`src/rtl/rf_alias_pkg.sv`:
```
package rf_alias_pkg;

    typedef enum logic [1:0] {
        ACC_WORD  = 2'd0,
        ACC_BCODE = 2'd1,
        ACC_LO    = 2'd2,
        ACC_HI    = 2'd3
    } acc_mode_e;

    typedef enum logic [1:0] {
        LANE_WORD = 2'd0,
        LANE_LOW  = 2'd1,
        LANE_HIGH = 2'd2
    } lane_e;

endpackage

```
`src/rtl/rf_access_decode.sv`:
```
module rf_access_decode
    import rf_alias_pkg::*;
#(
    parameter int NUM_DATA = 4,
    parameter int NUM_PTR  = 4,
    localparam int NUM_REGS = NUM_DATA + NUM_PTR,
    localparam int SEL_W    = $clog2(NUM_REGS)
) (
    input  logic [1:0]       mode,
    input  logic [SEL_W-1:0] sel,
    output logic [SEL_W-1:0] reg_idx,
    output lane_e            lane,
    output logic             bad
);

    localparam logic [SEL_W-1:0] DATA_LIMIT = SEL_W'(NUM_DATA);

    always_comb begin
        reg_idx = sel;
        lane    = LANE_WORD;
        bad     = 1'b0;
        unique case (acc_mode_e'(mode))
            ACC_WORD: begin
                reg_idx = sel;
            end
            ACC_BCODE: begin
                if (sel < DATA_LIMIT) begin
                    lane = LANE_LOW;
                end else begin
                    lane    = LANE_HIGH;
                    reg_idx = sel - DATA_LIMIT;
                end
            end
            ACC_LO: begin
                lane = LANE_LOW;
                bad  = (sel >= DATA_LIMIT);
            end
            ACC_HI: begin
                lane = LANE_HIGH;
                bad  = (sel >= DATA_LIMIT);
            end
        endcase
    end

endmodule

```
`src/rtl/rf_lane_storage.sv`:
```
module rf_lane_storage
    import rf_alias_pkg::*;
#(
    parameter int DATA_W   = 16,
    parameter int NUM_REGS = 8,
    localparam int SEL_W   = $clog2(NUM_REGS),
    localparam int BYTE_W  = DATA_W / 2
) (
    input  logic                         clk,
    input  logic                         rst_n,
    input  logic                         we,
    input  logic [SEL_W-1:0]             widx,
    input  lane_e                        wlane,
    input  logic [DATA_W-1:0]            wdata,
    output logic [NUM_REGS*DATA_W-1:0]   q_flat,
    output logic [NUM_REGS*DATA_W-1:0]   nxt_flat
);

    for (genvar g = 0; g < NUM_REGS; g++) begin : g_reg
        logic [DATA_W-1:0] q_r;
        logic [DATA_W-1:0] nxt_r;

        always_comb begin
            nxt_r = q_r;
            if (we && (widx == SEL_W'(g))) begin
                case (wlane)
                    LANE_WORD: nxt_r = wdata;
                    LANE_LOW:  nxt_r[BYTE_W-1:0] = wdata[BYTE_W-1:0];
                    LANE_HIGH: nxt_r[DATA_W-1:BYTE_W] = wdata[BYTE_W-1:0];
                    default:   nxt_r = q_r;
                endcase
            end
        end

        always_ff @(posedge clk or negedge rst_n) begin
            if (!rst_n) q_r <= '0;
            else        q_r <= nxt_r;
        end

        assign q_flat[g*DATA_W +: DATA_W]   = q_r;
        assign nxt_flat[g*DATA_W +: DATA_W] = nxt_r;
    end

endmodule

```
`src/rtl/rf_read_port.sv`:
```
module rf_read_port
    import rf_alias_pkg::*;
#(
    parameter int DATA_W   = 16,
    parameter int NUM_REGS = 8,
    localparam int SEL_W   = $clog2(NUM_REGS),
    localparam int BYTE_W  = DATA_W / 2
) (
    input  logic [NUM_REGS*DATA_W-1:0] src_flat,
    input  logic [SEL_W-1:0]           idx,
    input  lane_e                      lane,
    input  logic                       bad,
    output logic [DATA_W-1:0]          rdata
);

    logic [DATA_W-1:0] word;

    always_comb begin
        word = src_flat[int'(idx)*DATA_W +: DATA_W];
        if (bad) begin
            rdata = '0;
        end else begin
            case (lane)
                LANE_WORD: rdata = word;
                LANE_LOW:  rdata = {{(DATA_W-BYTE_W){1'b0}}, word[BYTE_W-1:0]};
                LANE_HIGH: rdata = {{(DATA_W-BYTE_W){1'b0}}, word[DATA_W-1:BYTE_W]};
                default:   rdata = '0;
            endcase
        end
    end

endmodule

```
`src/rtl/byte_alias_regfile.sv`:
```
module byte_alias_regfile
    import rf_alias_pkg::*;
#(
    parameter int DATA_W   = 16,
    parameter int NUM_DATA = 4,
    parameter int NUM_PTR  = 4,
    localparam int NUM_REGS = NUM_DATA + NUM_PTR,
    localparam int SEL_W    = $clog2(NUM_REGS),
    localparam int NUM_RD   = 2
) (
    input  logic              clk,
    input  logic              rst_n,
    input  logic              wr_en,
    input  logic [1:0]        wr_mode,
    input  logic [SEL_W-1:0]  wr_sel,
    input  logic [DATA_W-1:0] wr_data,
    output logic              wr_illegal,
    input  logic [1:0]        rd_a_mode,
    input  logic [SEL_W-1:0]  rd_a_sel,
    output logic [DATA_W-1:0] rd_a_data,
    output logic              rd_a_illegal,
    input  logic [1:0]        rd_b_mode,
    input  logic [SEL_W-1:0]  rd_b_sel,
    output logic [DATA_W-1:0] rd_b_data,
    output logic              rd_b_illegal
);

    logic [SEL_W-1:0]            w_idx;
    lane_e                       w_lane;
    logic                        w_bad;
    logic [NUM_REGS*DATA_W-1:0]  store_q;
    logic [NUM_REGS*DATA_W-1:0]  store_nxt;

    logic [1:0]        rp_mode [NUM_RD];
    logic [SEL_W-1:0]  rp_sel  [NUM_RD];
    logic [DATA_W-1:0] rp_data [NUM_RD];
    logic              rp_bad  [NUM_RD];

    rf_access_decode #(.NUM_DATA(NUM_DATA), .NUM_PTR(NUM_PTR)) u_wdec (
        .mode    (wr_mode),
        .sel     (wr_sel),
        .reg_idx (w_idx),
        .lane    (w_lane),
        .bad     (w_bad)
    );

    assign wr_illegal = wr_en && w_bad;

    rf_lane_storage #(.DATA_W(DATA_W), .NUM_REGS(NUM_REGS)) u_store (
        .clk      (clk),
        .rst_n    (rst_n),
        .we       (wr_en && !w_bad),
        .widx     (w_idx),
        .wlane    (w_lane),
        .wdata    (wr_data),
        .q_flat   (store_q),
        .nxt_flat (store_nxt)
    );

    assign rp_mode[0] = rd_a_mode;
    assign rp_sel[0]  = rd_a_sel;
    assign rp_mode[1] = rd_b_mode;
    assign rp_sel[1]  = rd_b_sel;

    for (genvar p = 0; p < NUM_RD; p++) begin : g_rport
        logic [SEL_W-1:0] r_idx;
        lane_e            r_lane;

        rf_access_decode #(.NUM_DATA(NUM_DATA), .NUM_PTR(NUM_PTR)) u_rdec (
            .mode    (rp_mode[p]),
            .sel     (rp_sel[p]),
            .reg_idx (r_idx),
            .lane    (r_lane),
            .bad     (rp_bad[p])
        );

        rf_read_port #(.DATA_W(DATA_W), .NUM_REGS(NUM_REGS)) u_rd (
            .src_flat (store_nxt),
            .idx      (r_idx),
            .lane     (r_lane),
            .bad      (rp_bad[p]),
            .rdata    (rp_data[p])
        );
    end

    assign rd_a_data    = rp_data[0];
    assign rd_a_illegal = rp_bad[0];
    assign rd_b_data    = rp_data[1];
    assign rd_b_illegal = rp_bad[1];

endmodule

```
`config.mk`:
```
export PLATFORM = sky130hd
export DESIGN_NAME = byte_alias_regfile
export DESIGN_NICKNAME = d
export VERILOG_FILES = /design/src/rtl/rf_alias_pkg.sv /design/src/rtl/rf_access_decode.sv /design/src/rtl/rf_lane_storage.sv /design/src/rtl/rf_read_port.sv /design/src/rtl/byte_alias_regfile.sv
export SDC_FILE = /design/constraint.sdc
export NUM_CORES = 1
export LEC_CHECK = 0
export ABC_AREA = 1
export BUFFER_PORTS_ARGS = -buffer_cell sky130_fd_sc_hd__buf_2
export CAP_MARGIN = 20
export CORE_UTILIZATION = 45
export DETAILED_ROUTE_END_ITERATION = 16
export PLACE_DENSITY = 0.62
export RECOVER_POWER = 50
export SYNTH_ARGS = -nofsm -noshare
export SYNTH_HDL_FRONTEND = slang
export SYNTH_HIERARCHICAL = 1
export SYNTH_SLANG_ARGS = --single-unit
```
`constraint.sdc`:
```
create_clock -name clk -period 2.51 [get_ports clk]
set_clock_uncertainty 0.15 [all_clocks]
set_input_delay 0.1255 -clock clk [delete_from_list [all_inputs] [get_ports clk]]
set_output_delay 0.1255 -clock clk [all_outputs]
set_load 0.1 [all_outputs]
```
**Yosys cells after proc, flatten, opt, wreduce, memory -nomap -nowiden**

Index checks and enable logic that the tools add are counted.

- Register bits after elaboration: 128
- Latch bits: 0
- RAM bits: 0
- Bits in read-only memories: 0
- Bits of input ports: 34
- Word-level logic and storage cells: 103
- Memories: 0

- $add $sub $neg: 3
- Multiply operators: 0
- Div/mod/pow operators: 0
- Order comparisons: 6
- Equal/unequal tests: 22
- Shift operators: 2
- Multiplexer cells: 43
- Bitwise operators: 0
- Reduce and logical (&&, ||, !) cells: 19

Operator list:

| kind | count |
|---|---|
| $shiftx 128x8->16 | 2 |
| $mux 16 | 10 |
| $pmux 8 s2 | 8 |
| $pmux 16 s3 | 2 |
| $mux 8 | 8 |
| $eq 2x2->1 const B | 9 |
| $mux 3 | 6 |
| $pmux 2 s3 | 3 |
| $eq 2x1->1 const B | 6 |
| $eq 3x3->1 const B | 4 |
| $logic_and 1x1->1 | 10 |
| $ge 3x3->1 const B | 3 |
| $lt 3x3->1 const B | 3 |
| $sub 3x3->3 const B | 3 |
| $reduce_or 2->1 | 4 |
| $eq 3x2->1 const B | 2 |
| $logic_not 2->1 | 3 |
| $mux 2 | 3 |
| $eq 3x1->1 const B | 1 |
| $logic_not 3->1 | 1 |
| $mux 1 | 3 |
| $logic_not 1->1 | 1 |

**Logic depth before layout (Yosys ltp)**

Gate-level depths: netlist of run 1.

- Word-level depth: 10
- Mapped depth: 18

**Hierarchy**

Netlist of run 1, hierarchy kept.

Modules (own cells, without submodules):

| module | times used | cells each | area each (um^2) | sequential area each (um^2) |
|---|---|---|---|---|
| rf_lane_storage | 1 | 715 | 5561.6 | 3203.1 |
| rf_read_port | 2 | 380 | 1609.0 | 0.0 |
| rf_access_decode | 3 | 12 | 63.8 | 0.0 |
| byte_alias_regfile | 1 | 4 | 17.5 | 0.0 |

**Least setup slack after synthesis of run 1**

OpenSTA, ideal clock, no wires.

- Path type: input to output
- Start point: input wr_sel[2]
- End point: output rd_a_data[5]
- Data arrival time: 2926 ps
- Data required time: 2234 ps
- Path slack: -692 ps
- Stages: 14
- Path buffers: 1
- Cells stage by stage: nand2_1 -> inv_1 -> nor2_2 -> nand2_2 -> nor2_2 -> buf_4 -> nand2_1 -> nand2_1 -> inv_1 -> nand2_1 -> nand3_1 -> nand3_1 -> nand3_1 -> a21oi_1

RTL lines:

| what | line | source |
|---|---|---|
| start: declaration | byte_alias_regfile.sv:15 | `input logic [SEL_W-1:0] wr_sel,` |
| $ge 3x3->1 | rf_access_decode.sv:36, rf_access_decode.sv:40 |  |
| $mux 1 | - |  |
| net w_bad | byte_alias_regfile.sv:30 | `logic w_bad;` |
| $logic_not 1->1 | byte_alias_regfile.sv:52 | `.we (wr_en && !w_bad),` |
| $logic_and 1x1->1 | byte_alias_regfile.sv:52 |  |
| $logic_and 1x1->1 | rf_lane_storage.sv:25 | `if (we && (widx == SEL_W'(g))) begin` |
| $mux 16 | rf_lane_storage.sv:25 |  |
| net store_nxt[45] | byte_alias_regfile.sv:32 | `logic [NUM_REGS*DATA_W-1:0] store_nxt;` |
| $shiftx 128x8->16 | rf_read_port.sv:19 | `word = src_flat[int'(idx)*DATA_W +: DATA_W];` |
| $pmux 16 s3 | rf_read_port.sv:23 | `case (lane)` |
| $mux 16 | rf_read_port.sv:20 | `if (bad) begin` |
| end: declaration | byte_alias_regfile.sv:20 | `output logic [DATA_W-1:0] rd_a_data,` |

The timed path passes the listed nets, and every way through them passes these cells.

**Worst setup path in the final report of run 1**

- Start point: input wr_sel[2]
- End point: output rd_b_data[2]

RTL lines:

| what | line | source |
|---|---|---|
| $sub 3x3->3 / $lt 3x3->1 (equally long branches) | rf_access_decode.sv:31, rf_access_decode.sv:27 |  |
| $mux 3 | rf_access_decode.sv:27 | `if (sel < DATA_LIMIT) begin` |
| $mux 3 (*) | rf_access_decode.sv:22 | `unique case (acc_mode_e'(mode))` |
| net w_idx[2] | byte_alias_regfile.sv:28 | `logic [SEL_W-1:0] w_idx;` |
| $eq 3x3->1 (*) | rf_lane_storage.sv:25 |  |
| $logic_and 1x1->1 (*) | rf_lane_storage.sv:25 |  |
| $mux 16 (*) | rf_lane_storage.sv:25 |  |
| net store_nxt[82] | byte_alias_regfile.sv:32 |  |
| $shiftx 128x8->16 (*) | rf_read_port.sv:19 |  |
| $pmux 16 s3 (*) | rf_read_port.sv:23 |  |
| $mux 16 (*) | rf_read_port.sv:20 |  |
| end: declaration | byte_alias_regfile.sv:24 | `output logic [DATA_W-1:0] rd_b_data,` |

Mark *: on every way through the listed nets, which the timed path passes. The rest lies on a longest branch.

==> results.json, run 1 <==
{
  "final_cells": 1976,
  "min-delay-path-class": "primary input to register",
  "setup_slack_ns": -0.0213,
  "yosys_warnings": 6,
  "routedWlPerCell_um": 17.2,
  "reg_top3": "u_store/g.q_r x128",
  "grt-ovfl-total": 0,
  "dr.pass1.iters": 8,
  "gp_congestion": 0.903,
  "critPathMaxFanout": 6,
  "yosysSeqAreaShare_pct": 35.6,
  "cts_root_buffer": "clkbuf_16",
  "clock_path_buffers": 2,
  "htree_levels": 4,
  "syn_avg_cell_area_um2": 5.93,
  "maxCapViolations": 1,
  "drt_iter0_markers": 1231,
  "grt_util_all_layers_pct": 33.3,
  "grt_pass1_vias": 9389,
  "dp.cells": 1923,
  "start_util_pct": 46.0,
  "area_delta_synth_final_pct": 44.2,
  "finish.utilization_pct": 66.4,
  "rsz0062_at_grt": "yes",
  "vias_per_cell": 5.30,
  "final-hold-violation-count": 0,
  "outcome": "finished, violations left",
  "yosys_register_bits": 128,
  "cts_buffers": 17,
  "critPathKind": "primary input to primary output",
  "coreArea_mm2": 0.0195,
  "finalSetupViolCount": 1,
  "top_register": "u_store/g.q_r",
  "die_w_um": 143,
  "p_per_area_mw_per_mm2": 718,
  "layout_commonest_cell": "nand2_1",
  "grt_max_degree": 65,
  "drive_gt1_share_pct": 26.6,
  "cts.clk_slew.worst_paths_ns": 0.06,
  "worstPathArrival_ns": 2.26,
  "p_leak_nw": 7.04,
  "fin_nets": 1731,
  "largest_reg_flops": 128,
  "cp-end-kind": "primary output",
  "required_ns": 2.23,
  "fin_crit_ns": 2.53,
  "antenna_found_initial": 0,
  "numClockSinks": 128,
  "clock.fmax_mhz": 395,
  "placed_area_mm2": 0.0112,
  "rows": 51,
  "routed_wl_um": 33900,
  "io_pins": 69,
  "period_share_pct": 101,
  "drc": 0,
  "synthDistinctLibCells": 23,
  "tns_ns": -0.0213,
  "violations": "max-capacitance violations, max-slew violations, negative setup slack",
  "layout_common_cells": "nand2_1, dfrtp_1, inv_1",
  "die_h_um": 143,
  "final_antenna_net_count": 0,
  "dp_hpwl_um": 22000,
  "max_slew_margin_pct": -20.5,
  "worst_slew_pin_slew_ns": 1.81,
  "via_count": 10500,
  "synth_cells": 1515,
  "cts_tree": "yes",
  "grt_pass1_wl_um": 51300,
  "stdcell_area_mm2": 0.0130,
  "reg2reg_slack_ns": 1.37,
  "peakVddDrop_mv": 0.417,
  "preCtsSetupSlack_ns": -0.155,
  "design.die.area_mm2": 0.0205,
  "port_buffers": 68,
  "slew_viol_final": 63,
  "start_kind": "primary input",
  "synth_nets": 1549,
  "netlist_area_mm2": 0.00899,
  "clk_latency_ns": 0.42
}
## path summary, 6_finish.rpt
path                                              startpoint                                end  cells after the start
setup / recovery                                   wr_sel[2]                       rd_b_data[2]                     17
hold / removal                                    wr_data[7]  u_store/g_reg[7].q_r[7]$_DFF_PN0_                      5
setup reg to reg           u_store/g_reg[4].q_r[4]$_DFF_PN0_  u_store/g_reg[4].q_r[4]$_DFF_PN0_                      6
hold reg to reg            u_store/g_reg[0].q_r[8]$_DFF_PN0_  u_store/g_reg[0].q_r[8]$_DFF_PN0_                      2
max in group asynchronous                              rst_n  u_store/g_reg[2].q_r[8]$_DFF_PN0_                      3
min in group asynchronous                              rst_n  u_store/g_reg[5].q_r[3]$_DFF_PN0_                      2
## per-stage QoR
stage,hold slack (ns),total power (W)
2_1_floorplan,-0.320,0.00493
3_3_place_gp,0.0218,0.00626
3_5_place_dp,0.0200,0.00631
4_1_cts,0.0607,0.00895
5_1_grt,0.120,0.00982
6_report,0.0675,0.00931
## where the power goes
group          total, W  switching [W]  internal [W]
Sequential      0.00274       0.000180       0.00256
Combinational   0.00400        0.00249       0.00151
Clock           0.00257       0.000957       0.00161
## kinds of logic (layout without fill, tap and decap cells)
family	after synthesis	in the layout	share of synthesized area [%]
other	0	1	0
AOI/OAI and AO/OA	44	44	2.81
DFF	128	128	35.6
buffers and inverters	220	415	11.4
and+or+nand+nor	1123	1123	50.1
## Yosys cell counts
cell type / instances / share of area, %
nor3_1: 2 / 0.11
nand3_1: 168 / 9.4
nand2_1: 893 / 37
inv_2: 12 / 0.50
clkbuf_1: 4 / 0.17
dfrtp_1: 128 / 36
nand2_4: 3 / 0.38
clkinv_1: 3 / 0.13
nor2_1: 47 / 2.0
nor2_4: 6 / 0.75
a21oi_2: 3 / 0.29
buf_6: 12 / 1.5
o21ai_1: 2 / 0.11
nor2_2: 3 / 0.21
buf_4: 16 / 1.3
o21ai_2: 3 / 0.29
inv_1: 132 / 5.5
o21ai_0: 16 / 0.89
a21oi_1: 16 / 0.89
nand2_2: 1 / 0.070
o211ai_1: 4 / 0.33
clkinv_2: 2 / 0.11
buf_2: 39 / 2.2
## layout make-up
| type | count | area (um2) |
|---|---|---|
| sequential | 128 | 3200 |
| tap | 265 | 332 |
| clock buffer | 23 | 468 |
| antenna | 1 | 2.50 |
| fill | 1727 | 6560 |
| multi-input combinational | 1167 | 5730 |
| inverter | 149 | 589 |
| clock inverter | 9 | 133 |
| timing repair buffer | 234 | 2510 |
## worst max-delay path: stages
cell and delay, ns:
buf_6 0.09, inv_4 0.05, o21ai_4 0.21, buf_12 0.14
nand2_8 0.06, nor2_4 0.24, clkinvlp_4 0.24, buf_6 0.18
nand2_1 0.07, nand2_2 0.08, inv_1 0.06, nand2_1 0.05
nand3_1 0.11, nand3_2 0.15, nand3_4 0.13, a21oi_4 0.08
buf_12 0.17
## per-layer routing
metal	GRT usage [%]	vias up	wire, um
met5	0	-	0
met4	15.1	0	1150
met3	6.80	89	3370
met2	50.0	544	15300
met1	46.2	4868	14100
li1	-	4967	-
## timing repair
action / in CTS / in global routing
gates resized for setup: 25 / 211
hold buffers: 8 / 0
hold endpoints to repair: 67 / 0
pin swaps: 15 / 90
buffers inserted: 4 / 8
cloned: 0 / 2
endpoints found under the setup margin: 16 / 32
Power figures use the tool's default switching activity.
==> inputs of run 2 (changes only) <==
CORE_ASPECT_RATIO = 0.5   (was default)
==> results.json, run 2 (synthesized netlist as in run 1, its figures left out) <==
{
  "peakVddDrop_mv": 0.385,
  "rows": 36,
  "fin_nets": 1689,
  "htree_levels": 4,
  "crit_start": "wr_data[14]",
  "maxCapViolations": 0,
  "reg2reg_slack_ns": 1.39,
  "clock_path_buffers": 2,
  "worst-r2r-cell-count": 5,
  "routedWlPerCell_um": 18.0,
  "start_util_pct": 46.1,
  "cts_root_buffer": "clkbuf_16",
  "endpoint": "rd_a_data[14]",
  "finalSetupViolCount": 0,
  "antenna_found_initial": 0,
  "worstPathArrival_ns": 2.15,
  "layout_common_cells": "nand2_1, dfrtp_1, inv_1",
  "placed_area_mm2": 0.0109,
  "timing.rr.end": "u_store/g_reg[5].q_r[4]$_DFF_PN0_",
  "grt_max_degree": 65,
  "drc": 0,
  "grt.busiest_layer": "met2",
  "clk_latency_ns": 0.43,
  "critPathMaxFanout": 6,
  "die_h_um": 102,
  "r2r_start": "u_store/g_reg[5].q_r[4]$_DFF_PN0_",
  "outcome": "finished clean",
  "vias_per_cell": 5.34,
  "min-delay-path-class": "primary input to register",
  "grt-ovfl-total": 0,
  "cts_tree": "yes",
  "dp_hpwl_um": 23200,
  "fin_crit_ns": 2.43,
  "cp-end-kind": "primary output",
  "tns_ns": 0,
  "stdcell_area_mm2": 0.0124,
  "final-hold-violation-count": 0,
  "drive_gt1_share_pct": 22.9,
  "period_share_pct": 96.8,
  "grt_pass1_wl_um": 52700,
  "critPathKind": "primary input to primary output",
  "routed_wl_um": 34800,
  "rsz0062_at_grt": "yes",
  "largest_reg_flops": 128,
  "cts.clk_slew.worst_paths_ns": 0.06,
  "max_slew_margin_pct": 32.8,
  "p_per_area_mw_per_mm2": 728,
  "diodes": 0,
  "slew_viol_final": 0,
  "use_met1_pct": 46.3,
  "design.die.area_mm2": 0.0206,
  "coreArea_mm2": 0.0195,
  "final_antenna_net_count": 0,
  "port_buffers": 68,
  "io_pins": 69,
  "top_register": "u_store/g.q_r",
  "numClockSinks": 128,
  "grt.met2_usage_pct": 51.9,
  "required_ns": 2.23,
  "gp_congestion": 0.954,
  "start_kind": "primary input",
  "cts_buffers": 17,
  "grt_pass1_vias": 9448,
  "area_delta_synth_final_pct": 37.7,
  "grt_util_met3_pct": 6.57,
  "p_leak_nw": 6.72,
  "grt_util_all_layers_pct": 34.0,
  "layout_commonest_cell": "nand2_1",
  "worst_slew_pin_slew_ns": 1.01,
  "drt_iter0_markers": 1106,
  "die_w_um": 202,
  "reg_top3": "u_store/g.q_r x128",
  "dr.pass1.iters": 7,
  "clock.fmax_mhz": 411,
  "via_count": 10300
}
-- run 2: layer usage --
layer	wire, um	share of wire (%)
met5	0	0
met4	1080	3.1
met3	3350	9.6
met2	15600	45
met1	14800	43
-- run 2: stage by stage --
| stage | hold slack, ns | util (%) | instances | total power (W) | worst slack (ns) |
|---|---|---|---|---|---|
| 6_report | 0.0429 | 63.5 | 1933 | 0.00900 | 0.0797 |
| 5_1_grt | 0.0569 | 63.5 | 1933 | 0.00949 | -0.0392 |
| 3_3_place_gp | -0.0490 | 55.9 | 1889 | 0.00608 | -0.0888 |
| 2_1_floorplan | -0.320 | - | 1515 | 0.00493 | -0.451 |
| 4_1_cts | 0.0414 | 59.8 | 1930 | 0.00875 | -0.00520 |
| 3_5_place_dp | -0.0418 | 55.9 | 1889 | 0.00614 | -0.104 |
-- run 2: worst min path at each step --
stage	startpoint	endpoint	slack, ns	depth (start not counted)
floorplan	rst_n	u_store/g_reg[0].q_r[0]$_DFF_PN0_	-0.32	0
global placement	rst_n	u_store/g_reg[5].q_r[9]$_DFF_PN0_	-0.05	1
detailed placement	rst_n	u_store/g_reg[5].q_r[15]$_DFF_PN0_	-0.04	1
CTS	wr_data[13]	u_store/g_reg[4].q_r[13]$_DFF_PN0_	0.04	5
global route	wr_data[6]	u_store/g_reg[1].q_r[6]$_DFF_PN0_	0.06	5
finish	wr_data[13]	u_store/g_reg[4].q_r[13]$_DFF_PN0_	0.04	5
-- run 2: cell type report --
cell class	count	area, um2
multi-input combinational	1167	5540
sequential	128	3200
fill	1725	7130
tap	266	333
clock buffer	25	485
clock inverter	6	105
inverter	149	592
timing repair buffer	192	2120
-- run 2: repair_timing --
action                                 in CTS  in global routing
buffers inserted                            0                  3
setup endpoints to repair                  20                 32
gates resized for setup                    17                171
hold buffers                               10                  0
pin swaps                                   4                 49
endpoints found under the hold margin     103                  0
-- run 2: report_power, final --
| group | internal, W | total, W | switching [W] | leakage, nW |
|---|---|---|---|---|
| Combinational | 0.00128 | 0.00371 | 0.00243 | 4.78 |
| Clock | 0.00163 | 0.00255 | 0.000918 | 0.291 |
| Sequential | 0.00256 | 0.00275 | 0.000186 | 1.65 |
-- run 2: critical path: stages --
cell and delay [ns]:
dlygate4sd3_1 0.52, buf_2 0.11, nand2_2 0.07, nand2_4 0.12
buf_6 0.12, nand2_1 0.05, nand2_2 0.08, o21ai_0 0.10
o21ai_1 0.20, nand2_1 0.11, buf_6 0.18, a21oi_4 0.15
buf_12 0.20
